### src/rtl/u3s_pkg.sv
package u3s_pkg;

  typedef enum logic [1:0] {
    WR_IDLE  = 2'd0,
    WR_NXT   = 2'd1,
    WR_WAIT  = 2'd2
  } wr_state_t;

  // bit positions inside the interface control register
  localparam int unsigned CTL_SER_BIT  = 0;
  localparam int unsigned CTL_KEEP_BIT = 1;

  // lane roles while serial mode is active
  localparam int unsigned LANE_TXEN = 0;
  localparam int unsigned LANE_DAT  = 1;
  localparam int unsigned LANE_SE0  = 2;
  localparam int unsigned LANE_IRQ  = 3;

  function automatic logic is_reg_write(input logic [7:0] b);
    return (b[7:6] == 2'b10);
  endfunction

  function automatic logic irq_any(input logic [15:0] src, input logic [15:0] mask);
    return |(src & mask);
  endfunction

  function automatic logic clk_running(input logic active, input logic keep);
    return (!active) || keep;
  endfunction

endpackage

### src/rtl/u3s_regwr.sv
module u3s_regwr
  import u3s_pkg::*;
#(
  parameter int unsigned BUS_W  = 8,
  parameter int unsigned ADDR_W = 6
) (
  input  logic              clk,
  input  logic              rst_n,
  input  logic              hold,
  input  logic [BUS_W-1:0]  bus_in,
  input  logic              stp,
  output logic              nxt,
  output logic              wr_commit,
  output logic [ADDR_W-1:0] wr_addr,
  output logic [BUS_W-1:0]  wr_data
);

  wr_state_t         state_q;
  logic [ADDR_W-1:0] addr_q;
  logic [BUS_W-1:0]  data_q;
  logic              cmd_seen;

  assign cmd_seen = is_reg_write(8'(bus_in)) && !stp && !hold;

  always_ff @(posedge clk or negedge rst_n) begin
    if (!rst_n) begin
      state_q <= WR_IDLE;
      addr_q  <= '0;
      data_q  <= '0;
    end else if (hold) begin
      state_q <= WR_IDLE;
    end else begin
      case (state_q)
        WR_IDLE: begin
          if (cmd_seen) begin
            state_q <= WR_NXT;
            addr_q  <= bus_in[ADDR_W-1:0];
          end
        end
        WR_NXT: begin
          if (stp) begin
            state_q <= WR_IDLE;
          end else begin
            data_q  <= bus_in;
            state_q <= WR_WAIT;
          end
        end
        WR_WAIT: begin
          if (stp) state_q <= WR_IDLE;
        end
        default: state_q <= WR_IDLE;
      endcase
    end
  end

  assign nxt       = (state_q == WR_NXT);
  assign wr_commit = (state_q == WR_WAIT) && stp && !hold;
  assign wr_addr   = addr_q;
  assign wr_data   = data_q;

  // accept strobe one cycle after a command byte
  p_nxt_follows_cmd_r2: assert property (@(posedge clk) disable iff (!rst_n)
    (state_q == WR_IDLE && cmd_seen) |=> nxt);

  // the strobe lasts a single cycle
  p_nxt_single_r2: assert property (@(posedge clk) disable iff (!rst_n)
    nxt |=> !nxt);

  // stop during the strobe drops the write
  p_abort_no_commit_r3: assert property (@(posedge clk) disable iff (!rst_n)
    (nxt && stp) |=> !wr_commit);

endmodule

### src/rtl/u3s_ctrlregs.sv
module u3s_ctrlregs
  import u3s_pkg::*;
#(
  parameter int unsigned BUS_W    = 8,
  parameter int unsigned ADDR_W   = 6,
  parameter int unsigned N_IRQ    = 4,
  parameter logic [ADDR_W-1:0] IFC_ADDR = 6'h07,
  parameter logic [ADDR_W-1:0] IEN_ADDR = 6'h0E
) (
  input  logic              clk,
  input  logic              rst_n,
  input  logic              wr_commit,
  input  logic [ADDR_W-1:0] wr_addr,
  input  logic [BUS_W-1:0]  wr_data,
  input  logic              exit_evt,
  output logic              ser_en,
  output logic              clk_keep,
  output logic [N_IRQ-1:0]  irq_mask
);

  logic hit_ifc, hit_ien;

  assign hit_ifc = wr_commit && (wr_addr == IFC_ADDR);
  assign hit_ien = wr_commit && (wr_addr == IEN_ADDR);

  always_ff @(posedge clk or negedge rst_n) begin
    if (!rst_n) begin
      ser_en   <= 1'b0;
      clk_keep <= 1'b0;
    end else if (hit_ifc) begin
      ser_en   <= wr_data[CTL_SER_BIT];
      clk_keep <= wr_data[CTL_KEEP_BIT];
    end else if (exit_evt) begin
      ser_en   <= 1'b0;
    end
  end

  always_ff @(posedge clk or negedge rst_n) begin
    if (!rst_n) irq_mask <= '0;
    else if (hit_ien) irq_mask <= wr_data[N_IRQ-1:0];
  end

  // stop in serial mode always clears the enable
  p_exit_clears_r8: assert property (@(posedge clk) disable iff (!rst_n)
    exit_evt |=> !ser_en);

  // writes elsewhere leave the control register alone
  p_other_addr_r3: assert property (@(posedge clk) disable iff (!rst_n)
    (!hit_ifc && !exit_evt) |=> $stable(ser_en) && $stable(clk_keep));

endmodule

### src/rtl/u3s_sync.sv
module u3s_sync #(
  parameter int unsigned W      = 2,
  parameter int unsigned STAGES = 2
) (
  input  logic         clk,
  input  logic         rst_n,
  input  logic [W-1:0] d,
  output logic [W-1:0] q
);

  logic [W-1:0] chain [STAGES];

  generate
    for (genvar s = 0; s < STAGES; s++) begin : g_stage
      if (s == 0) begin : g_first
        always_ff @(posedge clk or negedge rst_n) begin
          if (!rst_n) chain[s] <= '0;
          else        chain[s] <= d;
        end
      end else begin : g_next
        always_ff @(posedge clk or negedge rst_n) begin
          if (!rst_n) chain[s] <= '0;
          else        chain[s] <= chain[s-1];
        end
      end
    end
  endgenerate

  assign q = chain[STAGES-1];

endmodule

### src/rtl/u3s_busmux.sv
module u3s_busmux
  import u3s_pkg::*;
#(
  parameter int unsigned BUS_W = 8
) (
  input  logic             clk,
  input  logic             rst_n,
  input  logic             ser_active,
  input  logic [BUS_W-1:0] bus_in,
  input  logic             dp_sync,
  input  logic             se0_sync,
  input  logic             irq_level,
  output logic [BUS_W-1:0] bus_out,
  output logic [BUS_W-1:0] bus_oe,
  output logic             utx_en,
  output logic             utx_dat,
  output logic             utx_se0
);

  logic tx_mode, rx_mode;

  assign tx_mode = ser_active && bus_in[LANE_TXEN];
  assign rx_mode = ser_active && !bus_in[LANE_TXEN];

  assign utx_en  = tx_mode;
  assign utx_dat = tx_mode && bus_in[LANE_DAT];
  assign utx_se0 = tx_mode && bus_in[LANE_SE0];

  assign bus_out[LANE_TXEN] = 1'b0;
  assign bus_oe[LANE_TXEN]  = 1'b0;
  assign bus_out[LANE_DAT]  = rx_mode && dp_sync;
  assign bus_oe[LANE_DAT]   = rx_mode;
  assign bus_out[LANE_SE0]  = rx_mode && se0_sync;
  assign bus_oe[LANE_SE0]   = rx_mode;
  assign bus_out[LANE_IRQ]  = ser_active && irq_level;
  assign bus_oe[LANE_IRQ]   = ser_active;

  generate
    for (genvar i = 4; i < BUS_W; i++) begin : g_quiet
      assign bus_out[i] = 1'b0;
      assign bus_oe[i]  = 1'b0;
    end
  endgenerate

  // upper lanes never driven
  p_hi_quiet_r4: assert property (@(posedge clk) disable iff (!rst_n)
    (bus_oe[BUS_W-1:4] == '0) && (bus_out[BUS_W-1:4] == '0));

  // transmit direction releases data and SE0 lanes
  p_tx_no_drive_r5: assert property (@(posedge clk) disable iff (!rst_n)
    utx_en |-> (!bus_oe[LANE_DAT] && !bus_oe[LANE_SE0]));

  // receive direction drives both lanes and silences the line drivers
  p_rx_drive_r6: assert property (@(posedge clk) disable iff (!rst_n)
    (ser_active && !utx_en) |-> (bus_oe[LANE_DAT] && bus_oe[LANE_SE0] && !utx_dat && !utx_se0));

endmodule

### src/rtl/ulpi_serial3_ctrl.sv
module ulpi_serial3_ctrl
  import u3s_pkg::*;
#(
  parameter int unsigned BUS_W       = 8,
  parameter int unsigned ADDR_W      = 6,
  parameter int unsigned N_IRQ       = 4,
  parameter int unsigned SYNC_STAGES = 2,
  parameter logic [ADDR_W-1:0] IFC_ADDR = 6'h07,
  parameter logic [ADDR_W-1:0] IEN_ADDR = 6'h0E
) (
  input  logic             clk,
  input  logic             rst_n,
  input  logic [BUS_W-1:0] ulpi_data_in,
  output logic [BUS_W-1:0] ulpi_data_out,
  output logic [BUS_W-1:0] ulpi_data_oe,
  output logic             ulpi_dir,
  output logic             ulpi_nxt,
  input  logic             ulpi_stp,
  input  logic             line_dp_rx,
  input  logic             line_se0_rx,
  output logic             usb_tx_en,
  output logic             usb_tx_dat,
  output logic             usb_tx_se0,
  input  logic [N_IRQ-1:0] irq_src,
  output logic             clkout_en
);

  logic              ser_active;
  logic              clk_keep;
  logic [N_IRQ-1:0]  irq_mask;
  logic              exit_evt;
  logic              wr_commit;
  logic [ADDR_W-1:0] wr_addr;
  logic [BUS_W-1:0]  wr_data;
  logic              irq_level;
  logic [1:0]        line_sync;

  assign exit_evt  = ser_active && ulpi_stp;
  assign irq_level = irq_any(16'(irq_src), 16'(irq_mask));
  assign clkout_en = clk_running(ser_active, clk_keep);
  assign ulpi_dir  = ser_active;

  u3s_regwr #(.BUS_W(BUS_W), .ADDR_W(ADDR_W)) i_regwr (
    .clk      (clk),
    .rst_n    (rst_n),
    .hold     (ser_active),
    .bus_in   (ulpi_data_in),
    .stp      (ulpi_stp),
    .nxt      (ulpi_nxt),
    .wr_commit(wr_commit),
    .wr_addr  (wr_addr),
    .wr_data  (wr_data)
  );

  u3s_ctrlregs #(
    .BUS_W(BUS_W), .ADDR_W(ADDR_W), .N_IRQ(N_IRQ),
    .IFC_ADDR(IFC_ADDR), .IEN_ADDR(IEN_ADDR)
  ) i_regs (
    .clk      (clk),
    .rst_n    (rst_n),
    .wr_commit(wr_commit),
    .wr_addr  (wr_addr),
    .wr_data  (wr_data),
    .exit_evt (exit_evt),
    .ser_en   (ser_active),
    .clk_keep (clk_keep),
    .irq_mask (irq_mask)
  );

  u3s_sync #(.W(2), .STAGES(SYNC_STAGES)) i_sync (
    .clk  (clk),
    .rst_n(rst_n),
    .d    ({line_dp_rx, line_se0_rx}),
    .q    (line_sync)
  );

  u3s_busmux #(.BUS_W(BUS_W)) i_mux (
    .clk       (clk),
    .rst_n     (rst_n),
    .ser_active(ser_active),
    .bus_in    (ulpi_data_in),
    .dp_sync   (line_sync[1]),
    .se0_sync  (line_sync[0]),
    .irq_level (irq_level),
    .bus_out   (ulpi_data_out),
    .bus_oe    (ulpi_data_oe),
    .utx_en    (usb_tx_en),
    .utx_dat   (usb_tx_dat),
    .utx_se0   (usb_tx_se0)
  );

  // no command accept while the bus is repurposed
  p_no_nxt_serial_r10: assert property (@(posedge clk) disable iff (!rst_n)
    ser_active |-> !ulpi_nxt);

  // clock gated in serial mode without the keep bit
  p_clk_gate_r9: assert property (@(posedge clk) disable iff (!rst_n)
    (ulpi_dir && !clk_keep) |-> !clkout_en);

  // direction returns low after a stop in serial mode
  p_dir_low_after_exit_r8: assert property (@(posedge clk) disable iff (!rst_n)
    exit_evt |=> (!ulpi_dir && ulpi_data_oe == '0));

  // interrupt lane reflects any unmasked active source
  p_irq_lane_r7: assert property (@(posedge clk) disable iff (!rst_n)
    (ulpi_dir && |(irq_src & irq_mask)) |-> ulpi_data_out[LANE_IRQ]);

endmodule

### config.mk
export PLATFORM = sky130hd
export DESIGN_NAME = ulpi_serial3_ctrl
export DESIGN_NICKNAME = d
export VERILOG_FILES = /design/src/rtl/u3s_pkg.sv /design/src/rtl/u3s_regwr.sv /design/src/rtl/u3s_ctrlregs.sv /design/src/rtl/u3s_sync.sv /design/src/rtl/u3s_busmux.sv /design/src/rtl/ulpi_serial3_ctrl.sv
export SDC_FILE = /design/constraint.sdc
export NUM_CORES = 1
export LEC_CHECK = 0
export BUFFER_PORTS_ARGS = -buffer_cell sky130_fd_sc_hd__buf_2
export CAP_MARGIN = 20
export CORE_MARGIN = 2
export CORE_UTILIZATION = 50
export CTS_CLUSTER_SIZE = 10
export DETAILED_ROUTE_END_ITERATION = 8
export PLACE_DENSITY = 0.82
export SLEW_MARGIN = 20
export SYNTH_ARGS = -nofsm -noshare
export SYNTH_HDL_FRONTEND = slang
export SYNTH_SLANG_ARGS = --single-unit
### constraint.sdc
create_clock -name clk -period 2.1 [get_ports clk]
set_clock_uncertainty 0.05 [all_clocks]
set_input_delay 0.42 -clock clk [delete_from_list [all_inputs] [get_ports clk]]
set_output_delay 0.42 -clock clk [all_outputs]
set_load 0.01 [all_outputs]
==> results.py, run 1 <==
metrics = {
    "outcome": {
        "outcome": "complete, but fails checks",
        "violations": "negative hold slack",
    },
    "synthesis": {
        "yosys_warnings": 0,
        "dominantRegCellSynth": "dfrtp_1",
        "synthTopCellsByArea": "dfrtp_1 54%, mux2_2 16%, buf_4 9.7%, and4bb_2 2.5%, nand4b_4 2.4%",
        "ys_types": 23,
        "synthCells": 77,
        "synthTopCellsByCount": "22 x dfrtp_1, 14 x mux2_2, 13 x buf_4",
        "syn_avg_cell_area_um2": 13.13,
        "synth-seq-cells": 22,
        "synth_seq_area_share_pct": 54.46,
        "syn_area_um2": 1011,
        "synth-edff-count": 0,
        "yosysMostFrequentCell": "dfrtp_1",
        "synth-async-reset-ratio_pct": 100.0,
        "synth_top_area_cell": "dfrtp_1",
        "synth_top_area_share_pct": 54.46,
    },
    "power_and_ir_drop": {
        "power_density_nw_per_um2": 813.8,
        "intPower_w": 0.0007385,
        "switching_share_pct": 22.67,
        "seq_power_share_pct": 54.5,
        "pwr-share-clk_pct": 33.6,
        "p_leak_nw": 0.6351,
        "p_sw_w": 0.0002165,
        "p_comb_share_pct": 11.9,
        "vdd_drop_max_mv": 0.5471,
    },
    "layout": {
        "antennaDiodeCount": 0,
        "finalNonFillerCells": 132,
        "syn_to_final_growth_pct": 16.09,
        "drive_above_1_share_pct": 51.43,
        "fin_nets": 123,
    },
    "die": {
        "ios": 39,
        "die_h_um": 48.97,
        "dieArea_um2": 2398,
        "initial_core_util_pct": 52.06,
        "core_area_um2": 1942,
        "die_x_um": 48.97,
        "rows": 16,
    },
    "setup_path": {
        "cp_slowest_stage_delay_ns": 0.53,
        "worstSetupPathType": "reg2out",
        "start_kind": "flop",
        "cp_data_required_time_ns": 1.63,
        "crit_start": "i_regs.ser_en",
        "cp.arrival_ns": 1.41,
        "worstSetupEndpointType": "primary output",
        "r2r_start": "i_regs.ser_en",
        "worstPathCellList": "inv_1 > nor2_1 > and2_1 > buf_2",
        "path_max_fanout": 10,
        "cp_slowest_cell": "dfrtp_1",
    },
    "global_route": {
        "grt.total_usage_pct": 15.46,
        "grt_remaining_overflow": 0,
        "first_global_vias": 661,
        "grt_pass1_wl_mm": 2.815,
        "grt_max_degree": 23,
        "grt_antenna_before_repair": 0,
    },
    "timing": {
        "drv_slew": 0,
        "setup_tns_ns": 0,
        "final-setup-viol-count": 0,
        "hold_violations": 15,
        "layout_min_cycle_time_ns": 1.881,
        "clock.fmax_mhz": 531.6,
        "fin_crit_sh_pct": 89.58,
        "rsz0062_at_grt": "false",
        "hold_ws_ns": -0.002861,
    },
    "clock_tree": {
        "clk_latency_ns": 0.31,
        "path_clk_slew_ns": 0.12,
        "cts.repair.resized": 0,
        "cts_setup_buffers": 0,
        "cts_tree": "built",
        "cts_root_buf": "clkbuf_4",
        "cts_buffers": 3,
        "clock_sinks": 22,
        "cts_htree_levels": 1,
        "holdBufCountCts": 0,
        "max-clock-path-buffers": 2,
    },
    "detailed_routing": {
        "finalWirelength_mm": 1.689,
        "drt_first_pass_iters": 2,
        "vias_per_cell": 5.008,
        "vias": 661,
        "ant_nets": 0,
        "drt_iter0_markers": 6,
        "drc": 0,
        "wire_per_inst_um": 12.80,
    },
    "placed_design": {
        "finalWeightedCongestion": 0.7529,
        "io_buffers": 28,
        "dpl.hpwl_mm": 1.351,
        "placed_cells": 128,
    },
    "min_path": {
        "timing.hold.worst.class": "in2async",
    },
    "job": {
        "drv_cap": 0,
    },
}
==> cell usage in the layout, fill, tap and decap left out, types with 2 or more instances in the layout <==
cell	n
a22oi_1	2
and2_1	3
and3_2	2
and4bb_2	2
buf_2	28
clkbuf_4	3
conb_1	10
dfrtp_1	22
inv_1	3
mux2_2	14
nor2_1	2
==> per-layer routing <==
metal,vias up,GRT usage (%),share of wire [%]
li1,301,-,-
met1,325,18.13,40
met2,29,26.71,52
met3,6,2.454,5.5
met4,0,9.048,2.4
met5,-,0,0
==> metrics by stage <==
| stage | hold WS [ns] | cell area, um2 | util [%] | setup WS [ns] | power (W) |
|---|---|---|---|---|---|
| after floorplan | 0.07441 | 1045 | - | 0.6835 | 0.0006060 |
| after global placement | 0.2832 | 1121 | 57.73 | 0.5712 | 0.0006321 |
| after detailed placement | 0.2870 | 1121 | 57.73 | 0.5167 | 0.0006429 |
| after CTS | 0.004204 | 1174 | 60.44 | 0.1785 | 0.0009591 |
| after global routing | 0.02384 | 1174 | 60.44 | 0.03969 | 0.0009952 |
| final | -0.002861 | 1174 | 60.44 | 0.2188 | 0.0009551 |
==> worst max-delay path: cells and delay by family, from the launching register on <==
kind	cells	cell delay (ns)
flip-flops	1	0.53
AND/OR/NAND/NOR	2	0.32
buffers and inverters	2	0.26
==> cells by family after synthesis <==
logic type | Yosys count | synth area share, %
flops | 22 | 54.46
simple gates | 18 | 14.85
buf+inv | 16 | 10.77
mux | 14 | 15.59
compound gates | 5 | 3.093
xor+xnor | 1 | 0.8665
other cells | 1 | 0.3709
==> power groups by stage <==
stage / Sequential, W / Combinational (W) / Clock [W]
3_5_place_dp: 0.000528 / 0.000115 / 0
3_3_place_gp: 0.000522 / 0.000110 / 0
4_1_cts: 0.000519 / 0.000115 / 0.000324
5_1_grt: 0.000526 / 0.000127 / 0.000343
6_report: 0.000520 / 0.000114 / 0.000321
2_1_floorplan: 0.000513 / 0.0000926 / 0
==> cell type report <==
| class | instances | area, um2 |
|---|---|---|
| flip-flops and latches | 22 | 550.5 |
| well taps | 27 | 33.78 |
| repair buffers | 28 | 140.1 |
| fillers | 174 | 768.2 |
| clock inverters | 1 | 30.03 |
| inverters | 3 | 11.26 |
| multi-input cells | 48 | 385.4 |
| clock buffers | 3 | 22.52 |
==> flip-flops by register name, indices dropped and copies added, names as in the netlist <==
name	flops
i_regs.ser_en	1
i_regs.irq_mask	4
i_sync.chain	2
i_sync.q	2
i_regwr.wr_data	4
i_regs.clk_keep	1
i_regwr.state_q	2
i_regwr.wr_addr	6
==> path summary, 6_finish.rpt <==
| check | depth (start not counted) | end | slack (ns) |
|---|---|---|---|
| max | 4 | ulpi_data_out[2] | 0.22 |
| min | 1 | i_regwr.wr_data[0] | -0.003 |
| max reg2reg | 3 | i_regwr.wr_data[1] | 0.57 |
| min reg2reg | 0 | i_sync.q[1] | 0.31 |
| max in group asynchronous | 1 | i_regwr.wr_addr[4] | 1.68 |
| min in group clk | 1 | i_sync.chain[2] | 0.16 |
No activity file was read; power rests on OpenSTA's default activity.
==> run 2: changes to the inputs <==
--- a/config.mk
+++ b/config.mk
@@ -7,11 +7,14 @@
 export LEC_CHECK = 0
 export BUFFER_PORTS_ARGS = -buffer_cell sky130_fd_sc_hd__buf_2
 export CAP_MARGIN = 20
+export CELL_PAD_IN_SITES_DETAIL_PLACEMENT = 0
+export CELL_PAD_IN_SITES_GLOBAL_PLACEMENT = 1
 export CORE_MARGIN = 2
-export CORE_UTILIZATION = 50
+export CORE_UTILIZATION = 39
+export CTS_CLUSTER_DIAMETER = 80
 export CTS_CLUSTER_SIZE = 10
 export DETAILED_ROUTE_END_ITERATION = 8
-export PLACE_DENSITY = 0.82
+export PLACE_DENSITY_LB_ADDON = 0.1
 export SLEW_MARGIN = 20
 export SYNTH_ARGS = -nofsm -noshare
 export SYNTH_HDL_FRONTEND = slang
==> constraint.sdc (replaced) <==
create_clock -name clk -period 2.35 [get_ports clk]
set_clock_uncertainty 0.05 [all_clocks]
set_input_delay 0.47 -clock clk [delete_from_list [all_inputs] [get_ports clk]]
set_output_delay 0.47 -clock clk [all_outputs]
set_load 0.01 [all_outputs]
==> run 2 against run 1 <==
Against the previous run: the run now ends clean; die area up 26%; critical path depth unchanged; non-clock buffer count unchanged; routed wire length up 0.24%; core utilization down 13 points; total power down 12%; first-iteration DRC count down 100%; register-to-register slack better by 0.23 ns; via count down 3.9%; global-route usage down 2.0 points; largest power group unchanged; highest routed layer unchanged.
==> results.py, run 2 (synthesized netlist as in run 1, its figures left out) <==
metrics = {
    "min_path": {
        "timing.hold.worst.class": "in2async",
    },
    "clock_tree": {
        "cts_buffers": 3,
        "path_clk_slew_ns": 0.12,
        "cts_tree": "built",
        "cts_root_buf": "clkbuf_4",
        "cts.repair.resized": 0,
        "cts_setup_buffers": 0,
        "clock_sinks": 22,
        "cts_htree_levels": 1,
        "clk_latency_ns": 0.31,
        "holdBufCountCts": 0,
        "max-clock-path-buffers": 2,
    },
    "die": {
        "dieArea_um2": 3016,
        "core_area_um2": 2477,
        "die_x_um": 54.92,
        "rows": 18,
        "die_h_um": 54.92,
        "initial_core_util_pct": 40.81,
        "ios": 39,
    },
    "timing": {
        "layout_min_cycle_time_ns": 1.948,
        "final-setup-viol-count": 0,
        "setup_tns_ns": 0,
        "hold_violations": 0,
        "rsz0062_at_grt": "false",
        "fin_crit_sh_pct": 82.88,
        "clock.fmax_mhz": 513.4,
        "drv_slew": 0,
        "fin_ws_ns": 0.4023,
    },
    "power_and_ir_drop": {
        "p_leak_nw": 0.6351,
        "power_density_nw_per_um2": 717.4,
        "vdd_drop_max_mv": 0.4564,
    },
    "placed_design": {
        "io_buffers": 28,
        "finalWeightedCongestion": 0.6700,
        "place_ws_ns": 0.6900,
        "dpl.hpwl_mm": 1.356,
    },
    "layout": {
        "final_common_cell": "buf_2",
        "largest_reg_flops": 6,
        "multiInputGateArea_um2": 385.4,
        "syn_to_final_growth_pct": 16.46,
        "antennaDiodeCount": 0,
        "mostFrequentLayoutCells": "28 x buf_2, 22 x dfrtp_1, 14 x mux2_2, 10 x conb_1",
        "layout.area.seq_um2": 550.5,
        "fillers": 262,
        "drive_above_1_share_pct": 51.43,
        "final_core_util_pct": 47.53,
        "fin_nets": 123,
    },
    "global_route": {
        "grt_antenna_before_repair": 0,
        "grt_remaining_overflow": 0,
        "grt_pass1_wl_mm": 2.684,
        "grt_max_degree": 23,
        "grt.total_usage_pct": 13.42,
        "first_global_vias": 593,
    },
    "setup_path": {
        "path_max_fanout": 10,
        "cp.arrival_ns": 1.43,
        "worstSetupEndpointType": "primary output",
        "worstSetupPathType": "reg2out",
        "start_kind": "flop",
        "cp_data_required_time_ns": 1.83,
    },
    "detailed_routing": {
        "wire_per_inst_um": 12.54,
        "vias_per_cell": 4.704,
        "drt_iter0_markers": 0,
        "drc": 0,
        "ant_nets": 0,
        "vias": 635,
        "finalWirelength_mm": 1.693,
        "drt_first_pass_iters": 1,
    },
    "outcome": {
        "outcome": "finished, final reports clean",
    },
    "job": {
        "drv_cap": 0,
    },
}
-- run 2: cell counts in the layout (fill, tap and decap cells not counted) --
Identical to the previous run, type by type.
-- run 2: worst paths after layout --
kind | from | to | slack [ns] | cells past startpoint
worst max-delay path | i_regs.ser_en | ulpi_data_out[2] | 0.40 | 4
worst min-delay path | rst_n | i_regwr.wr_addr[1] | 0.05 | 1
worst max register to register | i_regs.ser_en | i_regwr.wr_data[2] | 0.80 | 3
worst min register to register | i_sync.chain[3] | i_sync.q[1] | 0.31 | 0
max in group asynchronous | rst_n | i_sync.chain[2] | 1.87 | 1
min in group clk | line_dp_rx | i_sync.chain[3] | 0.21 | 1
-- run 2: through the flow --
stage          hold slack [ns]  cells  total power [W]  area, um2
2_1_floorplan           0.1244     86        0.0005415       1045
3_3_place_gp            0.2840    131        0.0005669       1125
3_5_place_dp            0.2856    131        0.0005709       1125
4_1_cts                0.05014    135        0.0008588       1177
5_1_grt                0.06576    135        0.0008924       1177
6_report               0.04767    135        0.0008447       1177
-- run 2: power breakdown --
| part | leakage (nW) | internal, W | switching (W) |
|---|---|---|---|
| registers | 0.277 | 0.000430 | 0.0000312 |
| clock network | 0.0279 | 0.000173 | 0.000111 |
| logic | 0.330 | 0.0000571 | 0.0000425 |
| total | 0.635 | 0.000660 | 0.000185 |
-- run 2: critical path: stages, from the launching register on --
cell     delay, ns
dfrtp_1       0.54
inv_1         0.12
nor2_1        0.20
and2_1        0.15
buf_2         0.12
-- run 2: layout make-up --
class | count | share of cell area, %
Timing Repair Buffer | 28 | 11.90
Clock inverter | 1 | 2.550
Clock buffer | 3 | 1.913
Multi-Input combinational cell | 48 | 32.73
Tap cell | 30 | 3.188
Inverter | 3 | 0.9564
Sequential cell | 22 | 46.76
-- run 2: layer usage --
layer | up-vias | GRT usage [%] | part of all wire [%]
li1 | 300 | - | -
met5 | - | 0 | 0
met4 | 0 | 6.098 | 1.5
met3 | 5 | 5.645 | 7.5
met2 | 23 | 21.83 | 49
met1 | 307 | 15.32 | 42
==> run 3: changes to the inputs <==
--- a/config.mk
+++ b/config.mk
@@ -5,12 +5,13 @@
 export SDC_FILE = /design/constraint.sdc
 export NUM_CORES = 1
 export LEC_CHECK = 0
+export ABC_AREA = 1
 export BUFFER_PORTS_ARGS = -buffer_cell sky130_fd_sc_hd__buf_2
 export CAP_MARGIN = 20
 export CELL_PAD_IN_SITES_DETAIL_PLACEMENT = 0
 export CELL_PAD_IN_SITES_GLOBAL_PLACEMENT = 1
 export CORE_MARGIN = 2
-export CORE_UTILIZATION = 39
+export CORE_UTILIZATION = 31
 export CTS_CLUSTER_DIAMETER = 80
 export CTS_CLUSTER_SIZE = 10
 export DETAILED_ROUTE_END_ITERATION = 8
==> constraint.sdc (replaced) <==
create_clock -name clk -period 1.7 [get_ports clk]
set_clock_uncertainty 0.05 [all_clocks]
set_input_delay 0.34 -clock clk [delete_from_list [all_inputs] [get_ports clk]]
set_output_delay 0.34 -clock clk [all_outputs]
set_load 0.01 [all_outputs]
==> run 3 against run 2 <==
Against the previous run: routed wire length grew 33%; critical path depth shrank 1; worst setup slack worse by 0.29 ns.
==> results.py, run 3 <==
metrics = {
    "outcome": {
        "outcome": "finished, final reports clean",
    },
    "clock_tree": {
        "clock_sinks": 22,
        "cts_tree": "built",
        "clk_latency_ns": 0.30,
        "cts_htree_levels": 1,
        "path_clk_slew_ns": 0.12,
        "cts_buffers": 3,
        "max-clock-path-buffers": 2,
        "cts_root_buf": "clkbuf_4",
    },
    "setup_path": {
        "start_kind": "flop",
        "cp_data_required_time_ns": 1.31,
        "worstPathCellList": "inv_2 > or2_2 > buf_2",
        "worstSetupPathType": "reg2out",
        "worstSetupEndpointType": "primary output",
        "path_buf_inv": 2,
        "path_max_fanout": 5,
        "cp.arrival_ns": 1.20,
        "path_delay_family": "flip-flops",
        "cp_slowest_cell": "dfrtp_2",
        "cp_slowest_stage_delay_ns": 0.42,
    },
    "timing": {
        "rsz0062_at_grt": "false",
        "fin_crit_sh_pct": 93.61,
        "hold_violations": 0,
        "drv_slew": 0,
        "clock.fmax_mhz": 628.4,
        "layout_min_cycle_time_ns": 1.591,
        "final-setup-viol-count": 0,
        "setup_tns_ns": 0,
    },
    "layout": {
        "final_core_util_pct": 38.21,
        "finalNonFillerCells": 203,
        "final_common_cell": "nand2_1",
        "syn_to_final_growth_pct": 18.05,
        "drive_above_1_share_pct": 30.57,
        "fillers": 383,
        "mostFrequentLayoutCells": "38 x nand2_1, 28 x buf_2, 21 x dfrtp_1, 14 x nand3_1",
        "fin_nets": 175,
        "antennaDiodeCount": 0,
        "fin_area_um2": 1285,
        "largest_reg_flops": 6,
    },
    "synthesis": {
        "synthTopCellsByCount": "38 x nand2_1, 22 x dfrtp_1, 14 x nand3_1",
        "synthCells": 126,
        "dominantRegCellSynth": "dfrtp_1",
        "synth-edff-count": 0,
        "ys_types": 20,
        "syn_area_um2": 1089,
        "synth_seq_area_share_pct": 50.57,
        "synthTopCellsByArea": "dfrtp_1 51%, nand2_1 13%, buf_4 9.0%, nand3_1 6.4%, inv_1 3.4%",
        "synth_top_area_cell": "dfrtp_1",
        "yosys_warnings": 0,
        "synth-async-reset-ratio_pct": 100.0,
        "yosysMostFrequentCell": "nand2_1",
        "synth-seq-cells": 22,
        "synth_top_area_share_pct": 50.57,
        "syn_avg_cell_area_um2": 8.639,
    },
    "die": {
        "die_h_um": 63.26,
        "core_area_um2": 3363,
        "initial_core_util_pct": 32.37,
        "die_x_um": 63.26,
        "rows": 21,
        "ios": 39,
        "dieArea_um2": 4001,
    },
    "power_and_ir_drop": {
        "p_total_w": 0.001071,
        "power_density_nw_per_um2": 833.4,
        "vdd_drop_max_mv": 0.3845,
        "p_leak_nw": 0.7249,
    },
    "placed_design": {
        "placed_area_um2": 1222,
        "io_buffers": 28,
        "dpl.hpwl_mm": 1.766,
        "placed_cells": 196,
        "finalWeightedCongestion": 0.7625,
    },
    "detailed_routing": {
        "drc": 0,
        "vias": 859,
        "finalWirelength_mm": 2.244,
        "drt_iter0_markers": 16,
        "ant_nets": 0,
        "wire_per_inst_um": 11.05,
        "vias_per_cell": 4.232,
        "drt_first_pass_iters": 4,
    },
    "job": {
        "drv_cap": 0,
    },
    "global_route": {
        "grt_max_degree": 23,
        "first_global_vias": 757,
        "grt_pass1_wl_mm": 3.705,
        "grt_remaining_overflow": 0,
        "grt.total_usage_pct": 12.11,
        "grt_antenna_before_repair": 0,
    },
    "min_path": {
        "timing.hold.worst.class": "in2reg",
    },
}
-- run 3: final cells by class --
type / count / area, um2 / share of cell area, %
Clock buffer: 4 / 36.28 / 2.824
Multi-Input combinational cell: 89 / 432.9 / 33.69
Inverter: 11 / 41.29 / 3.213
Timing Repair Buffer: 31 / 165.2 / 12.85
Sequential cell: 22 / 551.8 / 42.94
Tap cell: 46 / 57.56 / 4.479
-- run 3: metrics by stage --
stage / setup WS (ns) / hold slack (ns)
after floorplan: 0.3963 / -0.005591
after global placement: 0.2990 / 0.2845
after detailed placement: 0.2660 / 0.2825
after CTS: 0.09371 / 0.07184
after global routing: 0.01701 / 0.05378
final: 0.1087 / 0.07942
-- run 3: per-layer routing --
metal | routed length [um] | vias up | global-route usage [%]
met5 | 0 | - | 0
met4 | 29 | 0 | 4.891
met3 | 111 | 4 | 2.321
met2 | 1102 | 24 | 20.74
met1 | 1000 | 397 | 14.95
li1 | - | 434 | -
-- run 3: cells by family after synthesis --
family / share of synthesized area, %
and+or+nand+nor: 33.68
buffers and inverters: 12.76
AOI/OAI and AO/OA: 2.644
DFF: 50.57
other: 0.3445
-- run 3: path summary, 6_finish.rpt --
| check | start | depth (start not counted) | slack [ns] | to |
|---|---|---|---|---|
| setup / recovery | i_regs.ser_en | 3 | 0.11 | clkout_en |
| hold / removal | line_dp_rx | 1 | 0.08 | i_sync.chain[3] |
| setup reg to reg | i_regs.ser_en | 5 | 0.31 | i_regwr.wr_addr[3] |
| hold reg to reg | i_sync.chain[2] | 0 | 0.31 | i_sync.q[0] |
| max in group asynchronous | rst_n | 2 | 0.79 | i_regs.ser_en |
| min in group asynchronous | rst_n | 2 | 0.46 | i_regs.irq_mask[3] |
-- run 3: worst register-to-register path: cells and delay by family (launching register included) --
kind          cells  cell delay, ns
simple gates      4            0.62
buf+inv           1            0.17
flops             1            0.46
-- run 3: what timing repair did --
action | 4_1_cts | 5_1_grt
setup endpoints to repair | 3 | 0
hold buffers | 1 | 0
endpoints found under the hold margin | 22 | 0
resized for setup | 1 | 0
buffers inserted | 2 | 0
-- run 3: where the power goes --
part           leakage, nW  switching [W]  internal [W]
Clock               0.0210       0.000157      0.000131
Combinational        0.422      0.0000971     0.0000562
Sequential           0.281      0.0000454      0.000584
Total                0.725       0.000300      0.000771
